[src/rtl/pattgen_pkg.sv]
package pattgen_pkg;

    typedef enum logic [1:0] {
        SEL_NORMAL = 2'b00,
        SEL_ONES   = 2'b01,
        SEL_PRBS   = 2'b10,
        SEL_RSVD   = 2'b11
    } pat_sel_e;

    typedef enum logic [1:0] {
        SRC_USER = 2'b00,
        SRC_ZERO = 2'b01,
        SRC_ONE  = 2'b10,
        SRC_GEN  = 2'b11
    } bit_src_e;

    typedef struct packed {
        logic valid;
        logic data;
    } tx_beat_t;

    // Maps the select code and clock-source bit to the bit source.
    function automatic bit_src_e decode_src(logic [1:0] sel, logic master);
        bit_src_e s;
        case (pat_sel_e'(sel))
            SEL_ONES: s = SRC_ONE;
            SEL_PRBS: s = SRC_GEN;
            default:  s = master ? SRC_ZERO : SRC_USER;
        endcase
        return s;
    endfunction

endpackage

[src/rtl/pattgen_decode.sv]
module pattgen_decode
    import pattgen_pkg::*;
(
    input  logic       line_en,
    input  logic       master_en,
    input  logic       use_master,
    input  logic [1:0] sel,
    output logic       step,
    output bit_src_e   src,
    output logic       gen_active
);
    always_comb begin
        step       = use_master ? master_en : line_en;
        src        = decode_src(sel, use_master);
        gen_active = (src == SRC_GEN);
    end
endmodule

[src/rtl/pattgen_prbs.sv]
module pattgen_prbs #(
    parameter int unsigned LONG_LEN   = 20,
    parameter int unsigned LONG_TAP   = 17,
    parameter int unsigned SHORT_LEN  = 15,
    parameter int unsigned SHORT_TAP  = 14,
    parameter int unsigned ZERO_LIMIT = 14
) (
    input  logic clk,
    input  logic rst,
    input  logic active,
    input  logic short_mode,
    input  logic step,
    output logic gen_bit
);
    localparam int unsigned GW = LONG_LEN;
    localparam logic [GW-1:0] SEED = '1;

    logic [GW-1:0] state_q;
    logic [GW-1:0] cur;
    logic [GW-1:0] nxt_long;
    logic [GW-1:0] nxt_short;
    logic          active_q;
    logic          short_q;
    logic          entry;
    logic          fb_long;
    logic          fb_short;
    logic          raw_long;
    logic          bit_long;
    logic          bit_short;

    always_comb begin
        entry     = active && (!active_q || (short_q != short_mode));
        cur       = entry ? SEED : state_q;
        fb_long   = cur[LONG_LEN-1] ^ cur[LONG_TAP-1];
        fb_short  = cur[SHORT_LEN-1] ^ cur[SHORT_TAP-1];
        nxt_long  = {cur[GW-2:0], fb_long};
        nxt_short = GW'({cur[SHORT_LEN-2:0], fb_short});
        raw_long  = cur[LONG_LEN-1];
        bit_short = cur[SHORT_LEN-1];
    end

    generate
        if (ZERO_LIMIT > 0) begin : g_zero_force
            always_comb bit_long = raw_long | (cur[LONG_LEN-2 -: ZERO_LIMIT] == '0);
        end else begin : g_plain
            always_comb bit_long = raw_long;
        end
    endgenerate

    assign gen_bit = short_mode ? bit_short : bit_long;

    always_ff @(posedge clk) begin
        if (rst) begin
            state_q  <= SEED;
            active_q <= 1'b0;
            short_q  <= 1'b0;
        end else begin
            active_q <= active;
            short_q  <= short_mode;
            if (active) begin
                if (step) state_q <= short_mode ? nxt_short : nxt_long;
                else      state_q <= cur;
            end
        end
    end
endmodule

[src/rtl/pattgen_outreg.sv]
module pattgen_outreg
    import pattgen_pkg::*;
(
    input  logic     clk,
    input  logic     rst,
    input  logic     step,
    input  bit_src_e src,
    input  logic     user_bit,
    input  logic     gen_bit,
    input  logic     invert,
    output tx_beat_t beat
);
    logic chosen;

    always_comb begin
        unique case (src)
            SRC_USER: chosen = user_bit;
            SRC_ZERO: chosen = 1'b0;
            SRC_ONE:  chosen = 1'b1;
            default:  chosen = gen_bit ^ invert;
        endcase
    end

    always_ff @(posedge clk) begin
        if (rst) begin
            beat <= '0;
        end else begin
            beat.valid <= step;
            if (step) beat.data <= chosen;
        end
    end
endmodule

[src/rtl/line_pattern_gen.sv]
module line_pattern_gen
    import pattgen_pkg::*;
#(
    parameter int unsigned LONG_LEN   = 20,
    parameter int unsigned LONG_TAP   = 17,
    parameter int unsigned SHORT_LEN  = 15,
    parameter int unsigned SHORT_TAP  = 14,
    parameter int unsigned ZERO_LIMIT = 14
) (
    input  logic       clk,
    input  logic       rst,
    input  logic       line_clk_en,
    input  logic       master_clk_en,
    input  logic [1:0] pat_sel,
    input  logic       use_master_clk,
    input  logic       e1_mode,
    input  logic       invert_prbs,
    input  logic       tx_data_in,
    output logic       tx_bit,
    output logic       tx_bit_valid
);
    logic     step;
    logic     gen_active;
    logic     gen_bit;
    bit_src_e src;
    tx_beat_t beat;

    pattgen_decode u_decode (
        .line_en    (line_clk_en),
        .master_en  (master_clk_en),
        .use_master (use_master_clk),
        .sel        (pat_sel),
        .step       (step),
        .src        (src),
        .gen_active (gen_active)
    );

    pattgen_prbs #(
        .LONG_LEN   (LONG_LEN),
        .LONG_TAP   (LONG_TAP),
        .SHORT_LEN  (SHORT_LEN),
        .SHORT_TAP  (SHORT_TAP),
        .ZERO_LIMIT (ZERO_LIMIT)
    ) u_prbs (
        .clk        (clk),
        .rst        (rst),
        .active     (gen_active),
        .short_mode (e1_mode),
        .step       (step),
        .gen_bit    (gen_bit)
    );

    pattgen_outreg u_out (
        .clk      (clk),
        .rst      (rst),
        .step     (step),
        .src      (src),
        .user_bit (tx_data_in),
        .gen_bit  (gen_bit),
        .invert   (invert_prbs),
        .beat     (beat)
    );

    assign tx_bit       = beat.data;
    assign tx_bit_valid = beat.valid;
endmodule

[config.mk]
export PLATFORM = sky130hd
export DESIGN_NAME = line_pattern_gen
export DESIGN_NICKNAME = d
export VERILOG_FILES = /design/src/rtl/pattgen_pkg.sv /design/src/rtl/pattgen_decode.sv /design/src/rtl/pattgen_prbs.sv /design/src/rtl/pattgen_outreg.sv /design/src/rtl/line_pattern_gen.sv
export SDC_FILE = /design/constraint.sdc
export NUM_CORES = 1
export LEC_CHECK = 0
export BUFFER_PORTS_ARGS = -buffer_cell sky130_fd_sc_hd__buf_2
export CAP_MARGIN = 10
export CORE_UTILIZATION = 45
export CTS_BUF_LIST = sky130_fd_sc_hd__clkbuf_4 sky130_fd_sc_hd__clkbuf_8
export DETAILED_ROUTE_END_ITERATION = 10
export PLACE_DENSITY = 0.66
export SLEW_MARGIN = 5
export SYNTH_ARGS = -nofsm -noshare
export SYNTH_HDL_FRONTEND = slang
export SYNTH_SLANG_ARGS = --single-unit
export TNS_END_PERCENT = 20
[constraint.sdc]
create_clock -name clk -period 1.71 [get_ports clk]
set_input_delay 0.2565 -clock clk [delete_from_list [all_inputs] [get_ports clk]]
set_output_delay 0.2565 -clock clk [all_outputs]
set_load 0.005 [all_outputs]
==> metrics.md, run 1 <==
| Metric | Value |
|---|---|
| RR Endpoint | u_out.beat[0] |
| Critical Path RT | 1.93 ns |
| First-pass GRT wire length | 3.71 mm |
| Post-synthesis register bit count | 24 |
| Initial core utilization | 49.9% |
| # diodes | 0 |
| Placed Cells | 157 |
| Ys flop type | dfxtp_1 |
| Drt wl/cell | 14.0 µm |
| Final Critical Period | 1.79 ns |
| Max Fanout on Critical Path | 3 |
| Fin crit share | 105% |
| R2r worst-path depth | 9 |
| Most numerous cell in the Yosys netlist | dfxtp_1 |
| Post-synthesis mux area share | 3.05% |
| Die X-Extent | 52.5 µm |
| Ys async rst share | 0% |
| Worst vdd ir | 693 µV |
| RSZ-0062 raised after global routing | yes |
| DRT iter0 DRCs | 16 |
| Post-Synth Adder-Cell Area | 3.27% |
| List of most frequent post-synthesis cells | dfxtp_1, nand2b_1, o22ai_1 |
| Critical path class | reg -> reg |
| Post-layout util | 56.5% |
| Placed inst area | 1230 µm² |
| Gr usage total | 19.1% |
| Post-CTS Hold Buffers | 0 |
| Final setup fails | 1 |
| CTS buffer count | 3 |
| Total wire length | 2.27 mm |
| Pleak | 0.552 nW |
| Fin nets | 148 |
| CTS tree | built |
| ANT nets after route | 0 |
| Chip Height | 52.5 µm |
| Status | finished with violations |
| Power density over cell area | 865 nW/µm² |
| Core Area | 2300 µm² |
| Fmax | 558 MHz |
| Critical Path End Type | flop |
| Simple-Gate Fraction of Synth Area | 21.9% |
| Hold Path Stages | 3 |
| Syn. warnings | 0 |
| DRC Markers | 0 |
| Die footprint | 2760 µm² |
| Tightest Hold Check Type | in -> reg |
| Synth Area in XOR/XNOR | 1.53% |
| Hold Path End | u_out.beat[0] |
| Failing checks | setup timing |
| Critical Path AT | 2.02 ns |
| R2R Setup Slk | -0.08 ns |
| CTS Sinks | 24 |
| EDFF count, synth | 0 |
| Slew @ Worst Pin | 0.507 ns |
| Setup TNS | -0.0822 ns |
| Synth cell types | 34 |
| GP Congestion | 0.800 |
| Final worst slack | -0.0822 ns |
| MaxCap Viol Count | 0 |
| Antenna violations before repair | 0 |
| DP HPWL | 1.62 mm |
| Largest net degree at the start of global routing | 25 |
| Worst r2r src | u_prbs.short_q |
| Non-Filler Instances | 162 |
| Final hold slack | 0.254 ns |
| Seq/Total Area, Yosys | 41.9% |
| Clock Path Buffers | 2 |
| Row Count | 17 |
| Top cells by area, synth | dfxtp_1, nand2b_1, o22ai_1 |
| H-tree level count | 1 |
| Cell count after synthesis | 120 |
| Aggregate global routing overflow | 0 |
| Area grow syn2layout | 13.1% |
| Main combinational cell family by area after synthesis | simple AND/OR/NAND/NOR gates |
| First-pass DRT Iterations | 4 |
| Clk slew on worst S/H paths | 0.13 ns |
| Share of cells above drive strength 1 | 24.6% |
| Via count | 885 |
| Number of I/O pins | 12 |
| Fill cells | 221 |
| Crit start category | flop |
| Syn nets | 133 |
| Mean Syn Cell Area | 9.56 µm² |
| CTS Root Buffer Type | clkbuf_4 |
| Slew Viols, Final | 0 |
| Vias in the first global route | 811 |
| Post-Syn Area | 1150 µm² |
| Synth Area in Compound Gates | 20.7% |
| Yosys top cell by area | dfxtp_1 |
| Port Buf Inserts | 11 |
| Synth top area share | 41.9% |
| Clock Latency Late Sink | 0.32 ns |
| Final Hold Vio Count | 0 |
| Vias/cell | 5.46 |
| Clk_skew | 0.00434 ns |
| Final non-filler cell area | 1300 µm² |
| Slew headroom | 66.1% |
| Worst hold start | invert_prbs |
==> routing by layer <==
layer,GRT usage (%),up-vias,part of all wire [%],routed length [µm]
met3,6.96,6,3.4,78
met2,29.5,14,48,1100
met5,0,-,0,0
met1,23.6,413,46,1040
li1,-,452,-,-
met4,7.89,0,2.3,52
==> worst max-delay path, stage by stage, from the launching register on <==
cell and delay, ns:
dfxtp_2 0.36, xor2_1 0.15, o21a_2 0.21, nor2_1 0.09, ha_1 0.16, nor4b_4 0.21
nand4_1 0.13, nand4b_1 0.13, mux2i_1 0.18, o21ai_1 0.07
==> state kept, by name, indices dropped and copies added, names as in the netlist <==
register and flops:
u_prbs.active_q 1, u_prbs.state_q 20, u_out.beat 2, u_prbs.short_q 1
==> final cells by class <==
type | count | area (µm²) | share of cell area (%)
Inverter | 9 | 33.8 | 2.60
Clock inverter | 1 | 30.0 | 2.31
Timing Repair Buffer | 17 | 100 | 7.71
Clock buffer | 3 | 22.5 | 1.74
Multi-Input combinational cell | 80 | 594 | 45.8
Tap cell | 28 | 35.0 | 2.70
Sequential cell | 24 | 482 | 37.1
==> kinds of logic (layout without fill, tap and decap cells) <==
logic type / after synthesis / after routing
muxes: 3 / 3
xor gates and xnor gates: 2 / 2
AOI/OAI and AO/OA: 33 / 33
DFF: 24 / 24
buffers and inverters: 16 / 30
and+or+nand+nor: 39 / 39
adders and majority gates: 3 / 3
==> through the flow <==
stage	total power [mW]	worst slack, ns
floorplan	0.682	0.00272
global placement	0.715	-0.0414
detailed placement	0.720	-0.111
CTS	1.13	-0.0360
global route	1.17	-0.192
finish	1.12	-0.0822
==> what timing repair did <==
item / 4_1_cts / 5_1_grt
resized for setup: 2 / 0
endpoints found under the hold margin: 0 / 0
pin swaps: 2 / 2
setup buffers: 0 / 1
endpoints found under the setup margin: 1 / 1
==> cell usage in the layout (no fill, tap or decap), types with 2 or more instances in the layout <==
cell / synthesis / routed
o22ai_1: 19 / 19
nor2_1: 7 / 7
a21oi_1: 5 / 5
clkbuf_4: 0 / 3
nor2b_1: 2 / 2
nand2b_1: 19 / 19
mux2i_1: 2 / 2
buf_2: 1 / 11
dfxtp_1: 24 / 23
ha_1: 3 / 3
inv_1: 9 / 9
o21bai_2: 2 / 2
buf_4: 1 / 6
nor4_1: 2 / 2
==> power by group <==
| part | internal (mW) | switching, mW | total [mW] |
|---|---|---|---|
| Clock | 0.237 | 0.176 | 0.413 |
| Combinational | 0.0599 | 0.0682 | 0.128 |
| Sequential | 0.572 | 0.00988 | 0.582 |
| Total | 0.869 | 0.254 | 1.12 |
==> how the worst max path moves through the flow <==
| stage | from | to | slack, ns | cells after the start |
|---|---|---|---|---|
| final | u_prbs.short_q | u_out.beat[0] | -0.08 | 9 |
| after CTS | u_prbs.short_q | u_out.beat[0] | -0.04 | 9 |
| after global placement | e1_mode | u_out.beat[0] | -0.04 | 10 |
| after detailed placement | e1_mode | u_out.beat[0] | -0.11 | 10 |
| after global routing | u_prbs.short_q | u_out.beat[0] | -0.19 | 9 |
| after floorplan | pat_sel[0] | u_out.beat[0] | 0.003 | 11 |
(Power assumes the default switching activity.)
==> run 2: changes to the inputs <==
--- a/config.mk
+++ b/config.mk
@@ -7,10 +7,10 @@
 export LEC_CHECK = 0
 export BUFFER_PORTS_ARGS = -buffer_cell sky130_fd_sc_hd__buf_2
 export CAP_MARGIN = 10
-export CORE_UTILIZATION = 45
+export CORE_UTILIZATION = 54
 export CTS_BUF_LIST = sky130_fd_sc_hd__clkbuf_4 sky130_fd_sc_hd__clkbuf_8
 export DETAILED_ROUTE_END_ITERATION = 10
-export PLACE_DENSITY = 0.66
+export PLACE_DENSITY = 0.77
 export SLEW_MARGIN = 5
 export SYNTH_ARGS = -nofsm -noshare
 export SYNTH_HDL_FRONTEND = slang
==> run 2 against run 1 <==
Compared with the run above:
- the run still ends with setup timing left
- register-to-register slack improved by 0.04 ns
- combinational power about the same
- sequential cell count unchanged
- cell count unchanged
- clock skew increased by 0.00079 ns
- first-iteration DRC count increased by 63%
- via count increased by 2.1%
- power decreased by 0.46%
- clock power decreased by 2%
- die area decreased by 16%
- critical endpoint unchanged
- largest cell class unchanged
- highest routed layer unchanged
==> metrics.md, run 2 (same netlist as run 1, synthesis figures left out) <==
| Metric | Value |
|---|---|
| DP HPWL | 1.57 mm |
| Max Fanout on Critical Path | 3 |
| Fin nets | 149 |
| Via count | 904 |
| Top reg by flops | u_prbs.state_q |
| Number of I/O pins | 12 |
| Clock Path Buffers | 2 |
| Clk slew on worst S/H paths | 0.13 ns |
| Worst vdd ir | 736 µV |
| Top Registers | u_prbs.state_q: 20 flops, u_out.beat: 2 flops |
| CTS buffer count | 3 |
| Status | finished with violations |
| Failing checks | setup timing |
| Final non-filler cell area | 1300 µm² |
| Comb pwr share | 11.6% |
| Final setup fails | 1 |
| Port Buf Inserts | 11 |
| Power Internal | 0.870 mW |
| Critical path class | reg -> reg |
| Area grow syn2layout | 13.5% |
| Share of cells above drive strength 1 | 26.7% |
| Slew @ Worst Pin | 0.513 ns |
| Pleak | 0.541 nW |
| Fill cells | 169 |
| Total wire length | 2.17 mm |
| Slew Viols, Final | 0 |
| Drt wl/cell | 13.4 µm |
| Core Area | 1980 µm² |
| Die X-Extent | 48.1 µm |
| CTS Root Buffer Type | clkbuf_4 |
| Antenna violations before repair | 0 |
| Slew headroom | 65.7% |
| Largest register FFs | 20 |
| MaxCap Viol Count | 0 |
| RSZ-0062 raised after global routing | yes |
| Vias in the first global route | 752 |
| Setup TNS | -0.0425 ns |
| Chip Height | 48.1 µm |
| Largest net degree at the start of global routing | 25 |
| Critical Path AT | 1.97 ns |
| Final Hold Vio Count | 0 |
| Clock Latency Late Sink | 0.31 ns |
| Tightest Hold Check Type | in -> reg |
| Aggregate global routing overflow | 0 |
| Switch share | 22.1% |
| H-tree level count | 1 |
| First-pass DRT Iterations | 4 |
| Critical Path RT | 1.93 ns |
| Critical Path End Type | flop |
| Placed inst area | 1230 µm² |
| PnR Total Power | 1.12 mW |
| ANT nets after route | 0 |
| Vias/cell | 5.58 |
| GP Congestion | 0.859 |
| Fin crit share | 102% |
| DRT iter0 DRCs | 26 |
| Part of the power in registers | 52.0% |
| Power density over cell area | 858 nW/µm² |
| Commonest non-fill, non-tap cell in the layout | dfxtp_1 |
| Final worst slack | -0.0425 ns |
| Post-CTS Hold Buffers | 0 |
| Clock power frac | 36.3% |
| # diodes | 0 |
| Die footprint | 2310 µm² |
| Pre-CTS setup slack | -0.142 ns |
| Crit start category | flop |
| Final Critical Period | 1.75 ns |
| Switch Pwr | 0.247 mW |
| CTS Sinks | 24 |
| Gr usage total | 21.2% |
| R2R Setup Slk | -0.04 ns |
| CTS tree | built |
| Commonest cells after routing, fill and taps aside | dfxtp_1, o22ai_1, nand2b_1, buf_2, inv_1 |
| First-pass GRT wire length | 3.33 mm |
| Row Count | 16 |
| Fmax | 571 MHz |
| Initial core utilization | 57.9% |
| DRC Markers | 0 |
| Clk_skew | 0.00513 ns |
run 2: cell types whose count changed in the layout (fill, tap and decap cells not counted):
cell and delta:
a211oi_1 -1, a211oi_2 +1, buf_4 +1, nor2_1 -1, nor2_2 +1, nor4b_2 +1, nor4b_4 -1
run 2: timing repair:
| item | CTS | global route |
|---|---|---|
| endpoints found under the setup margin | 1 | 2 |
| setup buffers | 1 | 0 |
| pin swaps | 2 | 1 |
| resized for setup | 2 | 1 |
run 2: cell type report:
cell class                      instances  area (µm²)  share of cell area (%)
Tap cell                               27        33.8                    2.59
Inverter                                9        33.8                    2.59
Clock buffer                            3        22.5                    1.73
Multi-Input combinational cell         80         593                    45.5
Clock inverter                          1        30.0                    2.31
Timing Repair Buffer                   18         108                    8.26
Sequential cell                        24         482                    37.0
run 2: through the flow:
stage | utilization [%] | hold slack (ns) | std cells
2_1_floorplan | - | 0.328 | 120
3_3_place_gp | 62.2 | 0.456 | 157
3_5_place_dp | 62.2 | 0.477 | 157
4_1_cts | 65.5 | 0.264 | 162
5_1_grt | 65.7 | 0.294 | 162
6_report | 65.7 | 0.272 | 162
run 2: layer usage:
layer  wire (µm)  track usage [%]  share of wire (%)
met1        1060             27.4                 49
met5           0                0                  0
met4          21             7.78               0.97
met2        1030             32.2                 48
met3          54             8.15                2.5
run 2: final timing paths:
check	cells past startpoint	start	end
setup / recovery	9	u_prbs.short_q	u_out.beat[0]
hold / removal	3	invert_prbs	u_out.beat[0]
setup reg to reg	9	u_prbs.short_q	u_out.beat[0]
hold reg to reg	2	u_prbs.state_q[4]	u_prbs.state_q[5]
run 2: power by group through the flow:
stage | logic (mW) | clock network [mW] | registers [mW]
2_1_floorplan | 0.0910 | 0 | 0.591
3_3_place_gp | 0.124 | 0 | 0.592
3_5_place_dp | 0.126 | 0 | 0.593
4_1_cts | 0.129 | 0.415 | 0.581
5_1_grt | 0.143 | 0.440 | 0.583
6_report | 0.130 | 0.406 | 0.581
run 2: worst max-delay path, cell delays in order, from the launching register on:
cell      delay, ns
dfxtp_2        0.35
xor2_1         0.15
o21a_2         0.22
nor2_1         0.09
ha_1           0.15
nor4b_2        0.19
nand4_1        0.12
nand4b_1       0.13
mux2i_1        0.18
o21ai_1        0.08
==> run 3: changes to the inputs <==
--- a/config.mk
+++ b/config.mk
@@ -5,12 +5,14 @@
 export SDC_FILE = /design/constraint.sdc
 export NUM_CORES = 1
 export LEC_CHECK = 0
+export ABC_AREA = 1
 export BUFFER_PORTS_ARGS = -buffer_cell sky130_fd_sc_hd__buf_2
-export CAP_MARGIN = 10
-export CORE_UTILIZATION = 54
+export CAP_MARGIN = 25
+export CORE_UTILIZATION = 55
 export CTS_BUF_LIST = sky130_fd_sc_hd__clkbuf_4 sky130_fd_sc_hd__clkbuf_8
 export DETAILED_ROUTE_END_ITERATION = 10
-export PLACE_DENSITY = 0.77
+export MAX_ROUTING_LAYER = met4
+export PLACE_DENSITY = 0.78
 export SLEW_MARGIN = 5
 export SYNTH_ARGS = -nofsm -noshare
 export SYNTH_HDL_FRONTEND = slang
==> run 3 against run 2 <==
Compared with the run above:
- the flow still finishes with violations (setup timing)
- die area rose by 12%
- maximum frequency decreased by 5.5%
- synthesized cell count rose by 63%
- clock power shrank 22%
- register-to-register slack lost 0.10 ns
- critical endpoint unchanged
- critical path depth up 8
- cell count increased by 50%
- first-iteration DRC count up 31%
==> metrics.md, run 3 <==
| Metric | Value |
|---|---|
| Fin crit share | 108% |
| Critical Path End Type | flop |
| Switch Pwr | 0.336 mW |
| Final setup fails | 1 |
| Area grow syn2layout | 16.1% |
| Commonest non-fill, non-tap cell in the layout | nand2_1 |
| Most numerous cell in the Yosys netlist | nand2_1 |
| RSZ-0062 raised after global routing | yes |
| Seq/Total Area, Yosys | 36.5% |
| EDFF count, synth | 0 |
| Aggregate global routing overflow | 0 |
| Vias in the first global route | 1279 |
| DRT iter0 DRCs | 34 |
| Crit start category | flop |
| Share of cells above drive strength 1 | 22.8% |
| Clock Path Buffers | 2 |
| Drt wl/cell | 12.0 µm |
| Via count | 1310 |
| Status | finished with violations |
| Commonest cells after routing, fill and taps aside | nand2_1, nor2_1, o21ai_1, dfxtp_1, a21oi_1 |
| Pleak | 0.655 nW |
| Clock power frac | 27.3% |
| Failing checks | setup timing |
| Vias/cell | 5.39 |
| Ys flop type | dfxtp_1 |
| Final Critical Period | 1.85 ns |
| CTS Sinks | 24 |
| Cell count after synthesis | 195 |
| Yosys top cell by area | dfxtp_1 |
| Die footprint | 2590 µm² |
| Clock Latency Late Sink | 0.33 ns |
| Tightest Hold Check Type | in -> reg |
| GP Congestion | 0.845 |
| CTS buffer count | 3 |
| Clk_skew | 0.00804 ns |
| CTS tree | built |
| ANT nets after route | 0 |
| MaxCap Viol Count | 0 |
| Post-Syn Area | 1320 µm² |
| WP depth | 17 |
| Fin nets | 229 |
| Worst path bufs/invs | 3 |
| First-pass DRT Iterations | 6 |
| Critical Path Slowest Stage Cell | dfxtp_2 |
| Post-CTS Hold Buffers | 0 |
| Top cells by area, synth | dfxtp_1, o21ai_1, nand2_1 |
| Worst vdd ir | 458 µV |
| Power density over cell area | 757 nW/µm² |
| Port Buf Inserts | 11 |
| Post-layout util | 68.4% |
| Top reg by flops | u_prbs.state_q |
| DP HPWL | 2.10 mm |
| Synth cell types | 25 |
| Hold Path Stages | 4 |
| Fmax | 540 MHz |
| # diodes | 0 |
| Post-synthesis register bit count | 24 |
| Initial core utilization | 58.9% |
| Largest register FFs | 20 |
| List of most frequent post-synthesis cells | nand2_1, nor2_1, dfxtp_1, o21ai_1, a21oi_1 |
| DRC Markers | 0 |
| Comb pwr share | 19.4% |
| Final worst slack | -0.144 ns |
| Critical path class | reg -> reg |
| Crit path cell chain | inv_1 -> nand2_1 -> nand3_2 -> nand2_4 -> inv_6 -> or2_4 -> inv_2 -> ha_1 -> nor3b_2 -> nand2_1 -> nor2_1 -> nand2_1 -> nand2_2 -> nand2_2 -> nand2_1 -> nand3_1 -> a21oi_1 |
| Row Count | 17 |
| Syn. warnings | 0 |
| R2r worst-path depth | 17 |
| Ys async rst share | 0% |
| Critical Path AT | 2.13 ns |
| Switch share | 29.0% |
| Mean Syn Cell Area | 6.75 µm² |
| Total wire length | 2.91 mm |
| Top Registers | u_prbs.state_q: 20 flops, u_out.beat: 2 flops |
| Syn nets | 208 |
| Core Area | 2230 µm² |
| Die X-Extent | 50.9 µm |
| Max Fanout on Critical Path | 5 |
| Chip Height | 50.9 µm |
| Gr usage total | 27.6% |
| Part of the power in registers | 53.2% |
| Slew @ Worst Pin | 0.343 ns |
| Antenna violations before repair | 0 |
| Critical Path RT | 1.99 ns |
| Final non-filler cell area | 1530 µm² |
| Fill cells | 196 |
| Number of I/O pins | 12 |
| Clk slew on worst S/H paths | 0.14 ns |
| Placed inst area | 1470 µm² |
| First-pass GRT wire length | 5.22 mm |
| Max incr delay on CP | 0.36 ns |
| Slew Viols, Final | 0 |
| Final Hold Vio Count | 0 |
| Cell repeated most along the worst path | nand2_1 |
| H-tree level count | 1 |
| Delay-heaviest family, CP | simple AND/OR/NAND/NOR gates |
| Largest net degree at the start of global routing | 27 |
| Slew headroom | 77.1% |
| Power Internal | 0.820 mW |
| CTS Root Buffer Type | clkbuf_4 |
| Synth top area share | 36.5% |
[run 3: cell types whose count changed in the layout (fill, tap and decap cells not counted), moves of 7 or more]
cell	previous run	this run
nand2b_1	19	0
nand3_1	0	7
buf_4	7	15
o21ai_1	1	24
nor2_1	6	26
or2_1	0	12
a21oi_1	5	18
o21ai_0	0	12
o22ai_1	19	0
nand2_1	1	30
[run 3: worst paths after layout]
kind | slack [ns] | endpoint | startpoint
hold reg to reg | 0.48 | u_prbs.state_q[18] | u_prbs.state_q[18]
setup reg to reg | -0.14 | u_out.beat[0] | u_prbs.short_q
hold / removal | 0.25 | u_out.beat[0] | invert_prbs
setup / recovery | -0.14 | u_out.beat[0] | u_prbs.short_q
[run 3: timing repair]
item,in CTS,in global routing
endpoints found under the setup margin,1,2
pin swaps,3,2
resized for setup,1,4
buffers inserted,1,0
[run 3: cell type report]
| class | instances | area (µm²) | area share, % |
|---|---|---|---|
| clock buffer | 4 | 36.3 | 2.38 |
| multi-input combinational | 146 | 746 | 48.8 |
| timing repair buffer | 26 | 168 | 11.0 |
| sequential | 24 | 482 | 31.5 |
| inverter | 15 | 61.3 | 4.01 |
| tap | 28 | 35.0 | 2.29 |
[run 3: cells by family after synthesis]
group	share of synthesized area (%)
DFF	36.5
adders and majority gates	2.85
buffers and inverters	8.27
AOI/OAI and AO/OA	21.6
and+or+nand+nor	30.8
[run 3: power by group through the flow]
stage          clock network, mW  logic, mW  registers [mW]
2_1_floorplan                  0      0.151           0.622
3_3_place_gp                   0      0.212           0.625
3_5_place_dp                   0      0.216           0.627
4_1_cts                    0.318      0.220           0.615
5_1_grt                    0.339      0.256           0.620
6_report                   0.316      0.225           0.615
[run 3: metrics by stage]
| stage | setup slack, ns | power [mW] | hold WS, ns | std cells | TNS (ns) |
|---|---|---|---|---|---|
| 2_1_floorplan | -0.0738 | 0.773 | 0.377 | 195 | -0.0738 |
| 3_3_place_gp | -0.142 | 0.837 | 0.440 | 238 | -0.142 |
| 3_5_place_dp | -0.219 | 0.844 | 0.444 | 238 | -0.219 |
| 4_1_cts | -0.143 | 1.15 | 0.242 | 243 | -0.143 |
| 5_1_grt | -0.312 | 1.21 | 0.265 | 243 | -0.312 |
| 6_report | -0.144 | 1.16 | 0.245 | 243 | -0.144 |
[run 3: tightest hold or removal path: cells and delay by family]
family,cells,cell delay (ns)
buf+inv,1,0.09
compound gates,1,0.06
simple gates,2,0.15
[run 3: layer usage]
layer,GRT usage (%),wire length [µm]
met5,-,0
met2,49.6,1470
met1,29.7,1300
met4,13.0,63
met3,3.87,83
